### src/rtl/erac_pkg.sv
package erac_pkg;

  localparam int CLASS_W = 3;

  typedef enum logic [CLASS_W-1:0] {
    EXC_GENERIC0 = 3'd0,
    EXC_GENERIC1 = 3'd1,
    EXC_GENERIC2 = 3'd2,
    EXC_GENERIC3 = 3'd3,
    EXC_CACHE_ERR = 3'd4,
    EXC_COLD_RST  = 3'd5,
    EXC_SOFT_RST  = 3'd6,
    EXC_NMI       = 3'd7
  } exc_class_e;

  // True for the four classes that use the error return register.
  function automatic logic is_error_class(input logic [CLASS_W-1:0] code);
    exc_class_e c;
    c = exc_class_e'(code);
    case (c)
      EXC_CACHE_ERR, EXC_COLD_RST, EXC_SOFT_RST, EXC_NMI: return 1'b1;
      default: return 1'b0;
    endcase
  endfunction

  // Decides whether the preceding instruction's address is the restart point.
  function automatic logic restart_on_prev(input logic delay_slot,
                                           input logic follows_ext,
                                           input logic mode16,
                                           input logic cisa_en);
    logic ext_counts;
    ext_counts = cisa_en & mode16 & follows_ext;
    return delay_slot | ext_counts;
  endfunction

  // Mode tag written into bit 0.
  function automatic logic mode_tag(input logic mode16, input logic cisa_en);
    return cisa_en & mode16;
  endfunction

endpackage

### src/rtl/erac_mode_latch.sv
module erac_mode_latch (
  input  logic clk,
  input  logic rst_n,
  input  logic pin_i,
  output logic en_o,
  output logic locked_o
);
  logic locked_q;
  logic en_q;

  always_ff @(posedge clk or negedge rst_n) begin
    if (!rst_n) begin
      locked_q <= 1'b0;
      en_q     <= 1'b0;
    end else if (!locked_q) begin
      locked_q <= 1'b1;
      en_q     <= pin_i;
    end
  end

  // Before the first edge the live pin is used, so the value seen at the
  // sampling edge and the value held afterwards agree.
  assign en_o     = locked_q ? en_q : pin_i;
  assign locked_o = locked_q;


  mode_hold_chk: assert property (@(posedge clk) disable iff (!rst_n)
    locked_q |=> (locked_q && $stable(en_q)));

endmodule

### src/rtl/erac_addr_sel.sv
module erac_addr_sel #(
  parameter int ADDR_W = 32
) (
  input  logic [ADDR_W-1:0] fault_i,
  input  logic [ADDR_W-1:0] prev_i,
  input  logic              delay_slot_i,
  input  logic              after_ext_i,
  input  logic              mode16_i,
  input  logic              cisa_en_i,
  output logic [ADDR_W-1:0] addr_o,
  output logic              use_prev_o
);
  import erac_pkg::*;

  logic [ADDR_W-1:0] base;
  logic              tag;

  always_comb begin
    use_prev_o = restart_on_prev(delay_slot_i, after_ext_i, mode16_i, cisa_en_i);
    base       = use_prev_o ? prev_i : fault_i;
    tag        = mode_tag(mode16_i, cisa_en_i);
    addr_o     = {base[ADDR_W-1:1], tag};
  end

endmodule

### src/rtl/erac_capture_reg.sv
module erac_capture_reg #(
  parameter int ADDR_W = 32
) (
  input  logic              clk,
  input  logic              rst_n,
  input  logic              hw_fire_i,
  input  logic [ADDR_W-1:0] hw_val_i,
  input  logic              sw_we_i,
  input  logic [ADDR_W-1:0] sw_val_i,
  input  logic              clr_i,
  output logic [ADDR_W-1:0] val_o,
  output logic              erl_o
);
  logic [ADDR_W-1:0] val_q;
  logic              erl_q;

  always_ff @(posedge clk or negedge rst_n) begin
    if (!rst_n) begin
      val_q <= '0;
    end else if (hw_fire_i) begin
      val_q <= hw_val_i;
    end else if (sw_we_i) begin
      val_q <= sw_val_i;
    end
  end

  always_ff @(posedge clk or negedge rst_n) begin
    if (!rst_n) begin
      erl_q <= 1'b0;
    end else if (hw_fire_i) begin
      erl_q <= 1'b1;
    end else if (clr_i) begin
      erl_q <= 1'b0;
    end
  end

  assign val_o = val_q;
  assign erl_o = erl_q;


  frozen_under_erl_chk: assert property (@(posedge clk) disable iff (!rst_n)
    (erl_q && !sw_we_i) |=> $stable(val_q));


  no_fire_under_erl_chk: assert property (@(posedge clk) disable iff (!rst_n)
    erl_q |-> !hw_fire_i);


  erl_set_chk: assert property (@(posedge clk) disable iff (!rst_n)
    hw_fire_i |=> erl_q);


  erl_clear_chk: assert property (@(posedge clk) disable iff (!rst_n)
    (clr_i && !hw_fire_i) |=> !erl_q);


  hw_wins_chk: assert property (@(posedge clk) disable iff (!rst_n)
    hw_fire_i |=> (val_q == $past(hw_val_i)));

endmodule

### src/rtl/err_ret_addr.sv
module err_ret_addr #(
  parameter int ADDR_W = 32
) (
  input  logic                         clk,
  input  logic                         rst_n,
  input  logic                         exc_valid,
  input  logic [erac_pkg::CLASS_W-1:0] exc_class,
  input  logic [ADDR_W-1:0]            fault_addr,
  input  logic [ADDR_W-1:0]            prev_addr,
  input  logic                         in_delay_slot,
  input  logic                         after_extend,
  input  logic                         isa16_mode,
  input  logic                         cisa_pin,
  input  logic                         erl_clr,
  input  logic                         sw_wr_en,
  input  logic [ADDR_W-1:0]            sw_wr_data,
  output logic [ADDR_W-1:0]            rd_data,
  output logic                         erl_o,
  output logic                         capture_o
);
  import erac_pkg::*;

  logic              cisa_en;
  logic              mode_locked;
  logic [ADDR_W-1:0] hw_addr;
  logic              use_prev;
  logic              class_hit;
  logic              cap_fire;
  logic [ADDR_W-1:0] sw_masked;
  logic              erl_now;

  erac_mode_latch u_mode (
    .clk      (clk),
    .rst_n    (rst_n),
    .pin_i    (cisa_pin),
    .en_o     (cisa_en),
    .locked_o (mode_locked)
  );

  erac_addr_sel #(.ADDR_W(ADDR_W)) u_sel (
    .fault_i      (fault_addr),
    .prev_i       (prev_addr),
    .delay_slot_i (in_delay_slot),
    .after_ext_i  (after_extend),
    .mode16_i     (isa16_mode),
    .cisa_en_i    (cisa_en),
    .addr_o       (hw_addr),
    .use_prev_o   (use_prev)
  );

  assign class_hit = is_error_class(exc_class);
  assign cap_fire  = exc_valid & class_hit & ~erl_now;
  assign sw_masked = {sw_wr_data[ADDR_W-1:1], sw_wr_data[0] & cisa_en};

  erac_capture_reg #(.ADDR_W(ADDR_W)) u_reg (
    .clk       (clk),
    .rst_n     (rst_n),
    .hw_fire_i (cap_fire),
    .hw_val_i  (hw_addr),
    .sw_we_i   (sw_wr_en),
    .sw_val_i  (sw_masked),
    .clr_i     (erl_clr),
    .val_o     (rd_data),
    .erl_o     (erl_now)
  );

  assign erl_o     = erl_now;
  assign capture_o = cap_fire;


  non_error_class_chk: assert property (@(posedge clk) disable iff (!rst_n)
    (exc_valid && !class_hit && !sw_wr_en) |=> $stable(rd_data));


  delay_slot_prev_chk: assert property (@(posedge clk) disable iff (!rst_n)
    (cap_fire && in_delay_slot) |=> (rd_data[ADDR_W-1:1] == $past(prev_addr[ADDR_W-1:1])));


  ext_ignored_32_chk: assert property (@(posedge clk) disable iff (!rst_n)
    (cap_fire && !in_delay_slot && !(cisa_en && isa16_mode))
      |=> (rd_data[ADDR_W-1:1] == $past(fault_addr[ADDR_W-1:1])));


  tag_zero_disabled_chk: assert property (@(posedge clk) disable iff (!rst_n)
    (mode_locked && !cisa_en) |-> !rd_data[0]);


  sel_flag_chk: assert property (@(posedge clk) disable iff (!rst_n)
    (cap_fire && cisa_en && isa16_mode && after_extend) |-> use_prev);

endmodule

### config.mk
export PLATFORM = sky130hd
export DESIGN_NAME = err_ret_addr
export DESIGN_NICKNAME = d
export VERILOG_FILES = /design/src/rtl/erac_pkg.sv /design/src/rtl/erac_mode_latch.sv /design/src/rtl/erac_addr_sel.sv /design/src/rtl/erac_capture_reg.sv /design/src/rtl/err_ret_addr.sv
export SDC_FILE = /design/constraint.sdc
export NUM_CORES = 1
export LEC_CHECK = 0
export ABC_AREA = 1
export CAP_MARGIN = 0
export CELL_PAD_IN_SITES_DETAIL_PLACEMENT = 0
export CELL_PAD_IN_SITES_GLOBAL_PLACEMENT = 1
export CORE_MARGIN = 2
export CORE_UTILIZATION = 40
export CTS_CLUSTER_SIZE = 20
export DETAILED_ROUTE_END_ITERATION = 10
export DONT_BUFFER_PORTS = 1
export GPL_TIMING_DRIVEN = 0
export PLACE_DENSITY_LB_ADDON = 0.3
export REMOVE_ABC_BUFFERS = 1
export SETUP_SLACK_MARGIN = 0.4
export SLEW_MARGIN = 20
export SYNTH_ARGS = -nofsm -noshare
export SYNTH_HDL_FRONTEND = slang
export SYNTH_SLANG_ARGS = --single-unit
### constraint.sdc
create_clock -name clk -period 1.4 [get_ports clk]
set_clock_uncertainty 0.05 [all_clocks]
set_input_delay 0.21 -clock clk [delete_from_list [all_inputs] [get_ports clk]]
set_output_delay 0.21 -clock clk [all_outputs]
set_load 0.02 [all_outputs]
==> reports/summary.txt, run 1 <==
Max cap viols -> 0
Cell Pwr Density -> 966 nW/µm²
Synth area leaders -> dfrtp_1 (38%), nand3_1 (14%), inv_1 (11%)
Status -> finished with violations
Wire per inst -> 21.4 µm
Drt pass-1 iters -> 4
Area of the die -> 6340 µm²
RSZ-0062 raised after global routing -> true
Fin crit share -> 104%
End-of-flow core utilization -> 56.2%
Relative slew slack -> 40.6%
TNS Setup -> -905 ps
Clk slew on worst S/H paths -> 70 ps
Post-layout min period -> 1460 ps
Cell Rows -> 27
Initial Util -> 41.6%
CP startpoint kind -> flop
Slew Viols, Final -> 0
Die width -> 79.6 µm
Yosys warnings -> 0
Post-synthesis register bit count -> 35
WS Path Type -> reg2reg
Met1 Use GR -> 34.1%
Clock sink count -> 35
Crit path DAT -> 1570 ps
Fill cells -> 536
Routed vias -> 2294
Area grow syn2layout -> 35.2%
Vias in the first global route -> 2233
DP Wirelength -> 3.78 mm
CTS Hold Bufs -> 1
Commonest cells after routing, fill and taps aside -> inv_1 (62), nand3_1 (43), o21ai_0 (31), nor2_1 (30), dfrtp_2 (25)
Pleak -> 0.00138 µW
RD Place Congestion -> 0.698
Avg Inst Size Synth -> 7.11 µm²
Sequential cell area fraction in the yosys report -> 38.3%
Cell taking the most area after synthesis -> dfrtp_1
WL final -> 8.86 mm
Initial antenna violation count -> 0
Largest net degree at the start of global routing -> 37
IO Port Bufs -> 0
I/O pin count -> 142
Number of buffers created by CTS -> 5
Final nets -> 450
Netlist cell types -> 21
Via density -> 5.53
Hold Vio Cnt, Final -> 35
Slew at the pin closest to its max-slew limit -> 886 ps
Total global-route track usage -> 26.7%
Design area -> 3090 µm²
Min-Delay Path Class -> in2async
H-tree depth -> 2
Die Y -> 79.6 µm
Post-DRT Antenna Nets -> 0
CP Capture Type -> flop
First-pass GRT wire length -> 12.5 mm
Deepest clock path buffer count -> 2
Synth top area share -> 38.3%
Max FO, Critical Path -> 8
Antenna fix cells -> 0
# DRC -> 0
Root buffer cell -> clkbuf_8
Violated checks -> negative hold slack, negative setup slack
DR iter-0 viols -> 86
FF/Latch Area -> 907 µm²
Met2 Resource Use GR -> 44.5%
DP Area -> 2210 µm²
GR Util met3 -> 7.92%
Most common cell after layout, fill and taps aside -> inv_1
Min Hold Slack -> -431 ps
Worst vdd ir -> 0.674 mV
CTS tree -> done
Critical path required time -> 1520 ps
Max Clock Freq -> 686 MHz
GRT Residual Overflow -> 0
# setup viols final -> 33
Gate Count Post-Synth -> 322
Mapped Area -> 2290 µm²
Final worst slack -> -56.8 ps
Most Crowded Layer GR -> met2
Core area -> 5510 µm²
Area of the multi-input gates -> 1420 µm²
Share of cells above drive strength 1 -> 39.9%
Clock Latency Late Sink -> 280 ps
==> stage by stage <==
stage | worst slack, ps | total power, µW | std cells
floorplan | -459 | 1750 | 301
global placement | -1300 | 1860 | 373
detailed placement | -979 | 1870 | 373
CTS | -52.4 | 2920 | 408
global route | -110 | 3150 | 415
finish | -56.8 | 2990 | 415
==> synth_stat cells, drive strengths merged <==
master and count:
o21ai 32, nand2 36, clkbuf 14, nand3 66, buf 7, dfrtp 35, a21oi 31, inv 67
nor2 32, a31oi 1, conb 1
==> flip-flops by register name, indices dropped and copies added, names as in the netlist <==
signal           count
u_reg.erl_o          1
u_mode.en_q          1
u_mode.locked_o      1
u_reg.val_o         32
==> cell families after synthesis <==
kind of cell	synth area share, %
other	0.164
DFF	38.3
buffers and inverters	18.4
AOI/OAI and AO/OA	16.0
and+or+nand+nor	27.1
==> final cells by class <==
class	instances	share of cell area, %
Timing Repair inverter	6	2.22
Timing Repair Buffer	17	7.48
Sequential cell	35	29.3
Tap cell	72	2.91
Clock buffer	8	3.24
Inverter	67	8.86
Multi-Input combinational cell	210	46.0
==> power breakdown <==
part           switching (µW)  total [µW]  internal [µW]
Clock                     355         804            449
Sequential                273        1440           1170
Combinational             455         744            290
Total                    1080        2990           1910
==> worst max-delay path, stage by stage, from the launching register on <==
cell     delay, ps
dfrtp_1        410
inv_2           60
nand2_2         50
nand2_4         90
nand3_4        120
buf_12         180
nand2_8        130
nand2_1         90
nand3_2         90
a21oi_2         50
==> path summary, 6_finish.rpt <==
check,slack [ps],to,cells after the start,from
max,-60,u_reg.val_o[7],9,u_mode.locked_o
min,-430,u_reg.val_o[8],0,rst_n
max reg2reg,-60,u_reg.val_o[7],9,u_mode.locked_o
min reg2reg,500,u_mode.en_q,2,u_mode.en_q
max in group asynchronous,1640,u_reg.val_o[18],0,rst_n
min in group clk,50,u_reg.val_o[0],2,sw_wr_data[0]
==> routing by layer <==
layer	vias to the layer above	wire (µm)
met5	-	0
met4	0	73
met3	9	880
met2	121	4210
met1	1087	3700
li1	1077	-
==> what timing repair did <==
item                                    in CTS  in global routing
buffers inserted                            12                  3
gates resized for setup                     66                 48
cloned                                      14                  4
endpoints found under the setup margin      67                 67
endpoints found under the hold margin       36                 35
pin swaps                                   14                 18
(Power assumes the default switching activity.)
==> run 2, diff against run 1 <==
- CORE_ASPECT_RATIO: default -> 1.25
- CORE_UTILIZATION: 40 -> 42
==> reports/summary.txt, run 2 (synthesis results as in run 1) <==
I/O pin count -> 142 (unchanged)
Cell Rows -> 30 (was 27)
Max reg flops -> 32 (unchanged)
Combinational Power Share -> 24.4% (was 24.9%)
CP endpoint -> capture_o (was u_reg.val_o[7])
Min-Delay Path Class -> in2async (unchanged)
Relative slew slack -> 39.6% (was 40.6%)
Initial antenna violation count -> 0 (unchanged)
CP startpoint kind -> flop (unchanged)
Crit path DAT -> 1200 ps (was 1570 ps)
H-tree depth -> 2 (unchanged)
DR iter-0 viols -> 155 (was 86)
Die Y -> 86.5 µm (was 79.6 µm)
Hold Vio Cnt, Final -> 35 (unchanged)
# DRC -> 0 (unchanged)
Drt pass-1 iters -> 4 (unchanged)
Sequential share of power -> 51.1% (was 48.2%)
CTS Hold Bufs -> 1 (unchanged)
Vias in the first global route -> 2130 (was 2233)
Clock Latency Late Sink -> 290 ps (was 280 ps)
GRT Residual Overflow -> 0 (unchanged)
DP Wirelength -> 3.73 mm (was 3.78 mm)
CP Buf/Inv Count -> 2 (unchanged)
Wire per inst -> 20.2 µm (was 21.4 µm)
Switching share of power -> 36.8% (was 36.2%)
Clock sink count -> 35 (unchanged)
RR Endpoint -> u_reg.val_o[26] (was u_reg.val_o[7])
Final worst slack -> -62.3 ps (was -56.8 ps)
CP Capture Type -> primary output (was flop)
Critical path required time -> 1140 ps (was 1520 ps)
Fin crit share -> 104% (about the same)
RD Place Congestion -> 0.734 (was 0.698)
P_sw -> 1040 µW (was 1080 µW)
Top delay family on crit path -> flip-flops (was simple AND/OR/NAND/NOR gates)
Cell Pwr Density -> 964 nW/µm² (was 966 nW/µm²)
Core area -> 5330 µm² (was 5510 µm²)
Routed vias -> 2274 (was 2294)
CTS tree -> done (unchanged)
Initial Util -> 42.9% (was 41.6%)
Clock share of power -> 24.5% (was 26.9%)
Via density -> 5.66 (was 5.53)
Fill cells -> 540 (was 536)
Post-DRT Antenna Nets -> 0 (unchanged)
R2R cell count -> 6 (was 9)
Status -> finished with violations (unchanged)
R2r setup slk -> -30 ps (was -60 ps)
WL final -> 8.14 mm (was 8.86 mm)
RSZ-0062 raised after global routing -> true (unchanged)
Violated checks -> negative hold slack, negative setup slack (unchanged)
Total global-route track usage -> 25.8% (was 26.7%)
Area of the die -> 6060 µm² (was 6340 µm²)
Slew Viols, Final -> 0 (unchanged)
Clk slew on worst S/H paths -> 70 ps (about the same)
Root buffer cell -> clkbuf_8 (unchanged)
Most common cell after layout, fill and taps aside -> inv_1 (unchanged)
IO Port Bufs -> 0 (unchanged)
Crit path max-delay cell type -> dfrtp_2 (was dfrtp_1)
CP peak stage delay -> 470 ps (was 410 ps)
Number of buffers created by CTS -> 5 (unchanged)
Commonest cells after routing, fill and taps aside -> inv_1 (63), nand3_1 (44), dfrtp_2 (33), nor2_1 (31), o21ai_0 (28) (was inv_1 (62), nand3_1 (43), o21ai_0 (31), nor2_1 (30), dfrtp_2 (25))
Post-layout min period -> 1460 ps (about the same)
Total Power -> 2820 µW (was 2990 µW)
WS Path Type -> reg2out (was reg2reg)
First-pass GRT wire length -> 11.8 mm (was 12.5 mm)
Die width -> 70.0 µm (was 79.6 µm)
Max FO, Critical Path -> 6 (was 8)
Min Hold Slack -> -444 ps (was -431 ps)
Worst Setup SP -> u_reg.erl_o (was u_mode.locked_o)
Worst vdd ir -> 0.579 mV (was 0.674 mV)
Max cap viols -> 0 (unchanged)
Antenna fix cells -> 0 (unchanged)
Critical path cell sequence -> inv_4 > nand3_4 > inv_12 (was inv_2 > nand2_2 > nand2_4 > nand3_4 > buf_12 > nand2_8 > nand2_1 > nand3_2 > a21oi_2)
Area grow syn2layout -> 27.9% (was 35.2%)
Deepest clock path buffer count -> 2 (unchanged)
Cell Int Power -> 1780 µW (was 1910 µW)
WP depth -> 3 (was 9)
R2R Path Start -> u_reg.erl_o (was u_mode.locked_o)
Pleak -> 0.00132 µW (was 0.00138 µW)
Slew at the pin closest to its max-slew limit -> 902 ps (was 886 ps)
Final nets -> 447 (was 450)
Largest net degree at the start of global routing -> 36 (was 37)
Share of cells above drive strength 1 -> 37.9% (was 39.9%)
Max Clock Freq -> 684 MHz (was 686 MHz)
# setup viols final -> 16 (was 33)
[run 2: metrics by stage]
stage | setup WS, ps | instances | utilization, % | instance area (µm²) | setup TNS (ps)
floorplan | -459 | 301 | - | 2120 | -13960
global placement | -1340 | 365 | 41.2 | 2200 | -42240
detailed placement | -1100 | 365 | 41.3 | 2200 | -33060
CTS | -32.0 | 394 | 50.6 | 2700 | -176
global route | -153 | 402 | 54.9 | 2930 | -2970
finish | -62.3 | 402 | 54.9 | 2930 | -295
[run 2: metal layers]
layer  routed length [µm]  GRT usage (%)  up-vias  share of wire, %
li1                     -              -     1063                 -
met4                  288           11.0        0               3.5
met3                  492           6.16       25               6.0
met1                 3250           31.6     1080                40
met2                 4110           43.4      106                50
met5                    0              0        -                 0
[run 2: timing repair]
item | 4_1_cts | 5_1_grt
hold endpoints to repair | 36 | 35
gates cloned | 9 | 4
pin swaps | 14 | 9
resized for setup | 70 | 41
setup buffers | 13 | 4
setup endpoints to repair | 67 | 67
[run 2: power by group through the flow]
stage	logic [µW]	clock network, µW	registers [µW]
finish	687	692	1440
global route	755	747	1460
CTS	591	693	1440
detailed placement	439	0	1430
global placement	430	0	1430
floorplan	348	0	1400
[run 2: final cells by class]
type	instances	area [µm²]	area share, %
inverter	67	274	9.36
tap	64	80.1	2.74
sequential	35	917	31.3
multi-input combinational	207	1320	45.2
timing repair buffer	18	204	6.97
clock buffer	6	72.6	2.48
timing repair inverter	5	57.6	1.97
[run 2: worst min-delay path by stage]
stage                     startpoint         endpoint
final                          rst_n   u_reg.val_o[1]
after global routing           rst_n  u_reg.val_o[18]
after CTS                      rst_n  u_reg.val_o[24]
after detailed placement       rst_n  u_reg.val_o[25]
after global placement         rst_n  u_reg.val_o[25]
after floorplan                rst_n      u_mode.en_q
==> run 3, diff against run 2 <==
- SLEW_MARGIN: 20 -> default
==> reports/summary.txt, run 3 (synthesis results as in run 1) <==
Clock sink count -> 35 (unchanged)
Post-DRT Antenna Nets -> 0 (unchanged)
Largest net degree at the start of global routing -> 36 (unchanged)
Vias in the first global route -> 2170 (was 2130)
Deepest clock path buffer count -> 2 (unchanged)
First-pass GRT wire length -> 11.9 mm (was 11.8 mm)
Die width -> 70.0 µm (unchanged)
Commonest cells after routing, fill and taps aside -> inv_1 (63), nand3_1 (38), dfrtp_2 (33), o21ai_0 (30), nand3_2 (26) (was inv_1 (63), nand3_1 (44), dfrtp_2 (33), nor2_1 (31), o21ai_0 (28))
Total Power -> 2900 µW (was 2820 µW)
DP Wirelength -> 3.72 mm (was 3.73 mm)
Initial antenna violation count -> 0 (unchanged)
CP startpoint kind -> flop (unchanged)
Cell Rows -> 30 (unchanged)
Crit path max-delay cell type -> dfrtp_2 (unchanged)
I/O pin count -> 142 (unchanged)
Routed vias -> 2301 (was 2274)
CTS Hold Bufs -> 1 (unchanged)
Post-layout min period -> 1450 ps (was 1460 ps)
R2R cell count -> 6 (unchanged)
WL final -> 8.60 mm (was 8.14 mm)
Clk slew on worst S/H paths -> 70 ps (about the same)
CP peak stage delay -> 470 ps (about the same)
Core area -> 5330 µm² (unchanged)
CP Buf/Inv Count -> 2 (unchanged)
Max reg flops -> 32 (unchanged)
Violated checks -> negative hold slack, negative setup slack (unchanged)
R2R Path Start -> u_reg.erl_o (unchanged)
Max Clock Freq -> 691 MHz (was 684 MHz)
Die Y -> 86.5 µm (unchanged)
Max FO, Critical Path -> 6 (unchanged)
Top delay family on crit path -> flip-flops (unchanged)
# DRC -> 0 (unchanged)
Fill cells -> 510 (was 540)
R2r setup slk -> -20 ps (was -30 ps)
Total global-route track usage -> 25.8% (about the same)
Most common cell after layout, fill and taps aside -> inv_1 (unchanged)
Clock Latency Late Sink -> 290 ps (about the same)
Cell Pwr Density -> 938 nW/µm² (was 964 nW/µm²)
Critical path cell sequence -> inv_4 > nand3_4 > inv_12 (unchanged)
# setup viols final -> 10 (was 16)
Antenna fix cells -> 0 (unchanged)
H-tree depth -> 2 (unchanged)
RSZ-0062 raised after global routing -> true (unchanged)
Slew at the pin closest to its max-slew limit -> 898 ps (was 902 ps)
Hold Vio Cnt, Final -> 35 (unchanged)
Drt pass-1 iters -> 7 (was 4)
GRT Residual Overflow -> 0 (unchanged)
Relative slew slack -> 39.8% (was 39.6%)
Max cap viols -> 0 (unchanged)
CP Capture Type -> primary output (unchanged)
Min Hold Slack -> -440 ps (was -444 ps)
Crit path DAT -> 1190 ps (was 1200 ps)
IO Port Bufs -> 0 (unchanged)
Pleak -> 0.00134 µW (was 0.00132 µW)
CTS tree -> done (unchanged)
Via density -> 5.72 (was 5.66)
Wire per inst -> 21.4 µm (was 20.2 µm)
Status -> finished with violations (unchanged)
Final nets -> 447 (unchanged)
Area grow syn2layout -> 35.2% (was 27.9%)
Design area -> 3090 µm² (was 2930 µm²)
Pre-CTS setup slack -> -1310 ps (was -1100 ps)
RD Place Congestion -> 0.734 (unchanged)
Share of cells above drive strength 1 -> 46.4% (was 37.9%)
RR Endpoint -> u_reg.val_o[14] (was u_reg.val_o[26])
Number of buffers created by CTS -> 5 (unchanged)
Area of the die -> 6060 µm² (unchanged)
Critical path required time -> 1140 ps (about the same)
Worst vdd ir -> 0.566 mV (was 0.579 mV)
Initial Util -> 42.9% (unchanged)
Final worst slack -> -46.5 ps (was -62.3 ps)
Root buffer cell -> clkbuf_8 (unchanged)
WS Path Type -> reg2out (unchanged)
Fin crit share -> 103% (was 104%)
DR iter-0 viols -> 122 (was 155)
DP Area -> 2200 µm² (about the same)
Slew Viols, Final -> 0 (unchanged)
Min-Delay Path Class -> in2async (unchanged)
## run 3: cell count changes in the layout (fill, tap and decap cells not counted), moves of 3 or more
cell     previous run  this run
nor2_1             31        16
nor2_2              0        12
nand3_1            44        38
nand3_2            20        26
a21oi_1            12         7
a21oi_2            19        24
nand2_1            26        21
nand2_8             3         7
nor2_4              1         4
## run 3: how the worst max path moves through the flow
stage	from	cells past startpoint	endpoint	slack, ps
finish	u_reg.erl_o	3	capture_o	-50
global route	u_reg.erl_o	3	capture_o	-80
CTS	u_reg.erl_o	3	capture_o	-20
detailed placement	u_reg.erl_o	4	u_reg.val_o[0]	-1310
global placement	u_reg.erl_o	4	u_reg.val_o[0]	-1340
floorplan	u_reg.erl_o	4	u_reg.val_o[0]	-460
## run 3: per-stage QoR
step           instances  setup TNS (ps)  utilization [%]
2_1_floorplan        301          -13960                -
3_3_place_gp         365          -42240             41.2
3_5_place_dp         365          -41500             41.2
4_1_cts              393            -132             52.4
5_1_grt              402           -1440             58.0
6_report             402            -106             58.0
## run 3: routing by layer
metal / vias to the layer above / routed length (µm) / track usage [%]
li1: 1065 / - / -
met1: 1116 / 3480 / 33.2
met2: 110 / 4480 / 44.1
met3: 10 / 523 / 5.00
met4: 0 / 113 / 7.52
met5: - / 0 / 0
## run 3: final cells by class
cell class | instances | area [µm²] | share of cell area, %
Clock buffer | 6 | 72.6 | 2.35
Tap cell | 64 | 80.1 | 2.59
Sequential cell | 35 | 917 | 29.7
Timing Repair Buffer | 16 | 186 | 6.03
Inverter | 67 | 274 | 8.86
Timing Repair inverter | 5 | 67.6 | 2.18
Multi-Input combinational cell | 209 | 1500 | 48.3
## run 3: where the power goes
group          switching (µW)  total (µW)  internal, µW
registers                 285        1460          1170
logic                     456         753           297
clock network             357         689           332
total                    1100        2900          1800
## run 3: worst reg2reg max path, stage by stage (launching register included)
cell     delay (ps)
dfrtp_2         470
inv_4            90
nand3_4         190
buf_12          240
nand2_8         120
nor2_1           60
a21oi_1         110
## run 3: timing repair
item | CTS | global route
gates cloned | 10 | 5
buffers inserted | 11 | 4
pin swaps | 19 | 10
resized for setup | 97 | 49
endpoints found under the hold margin | 36 | 35
endpoints found under the setup margin | 67 | 67
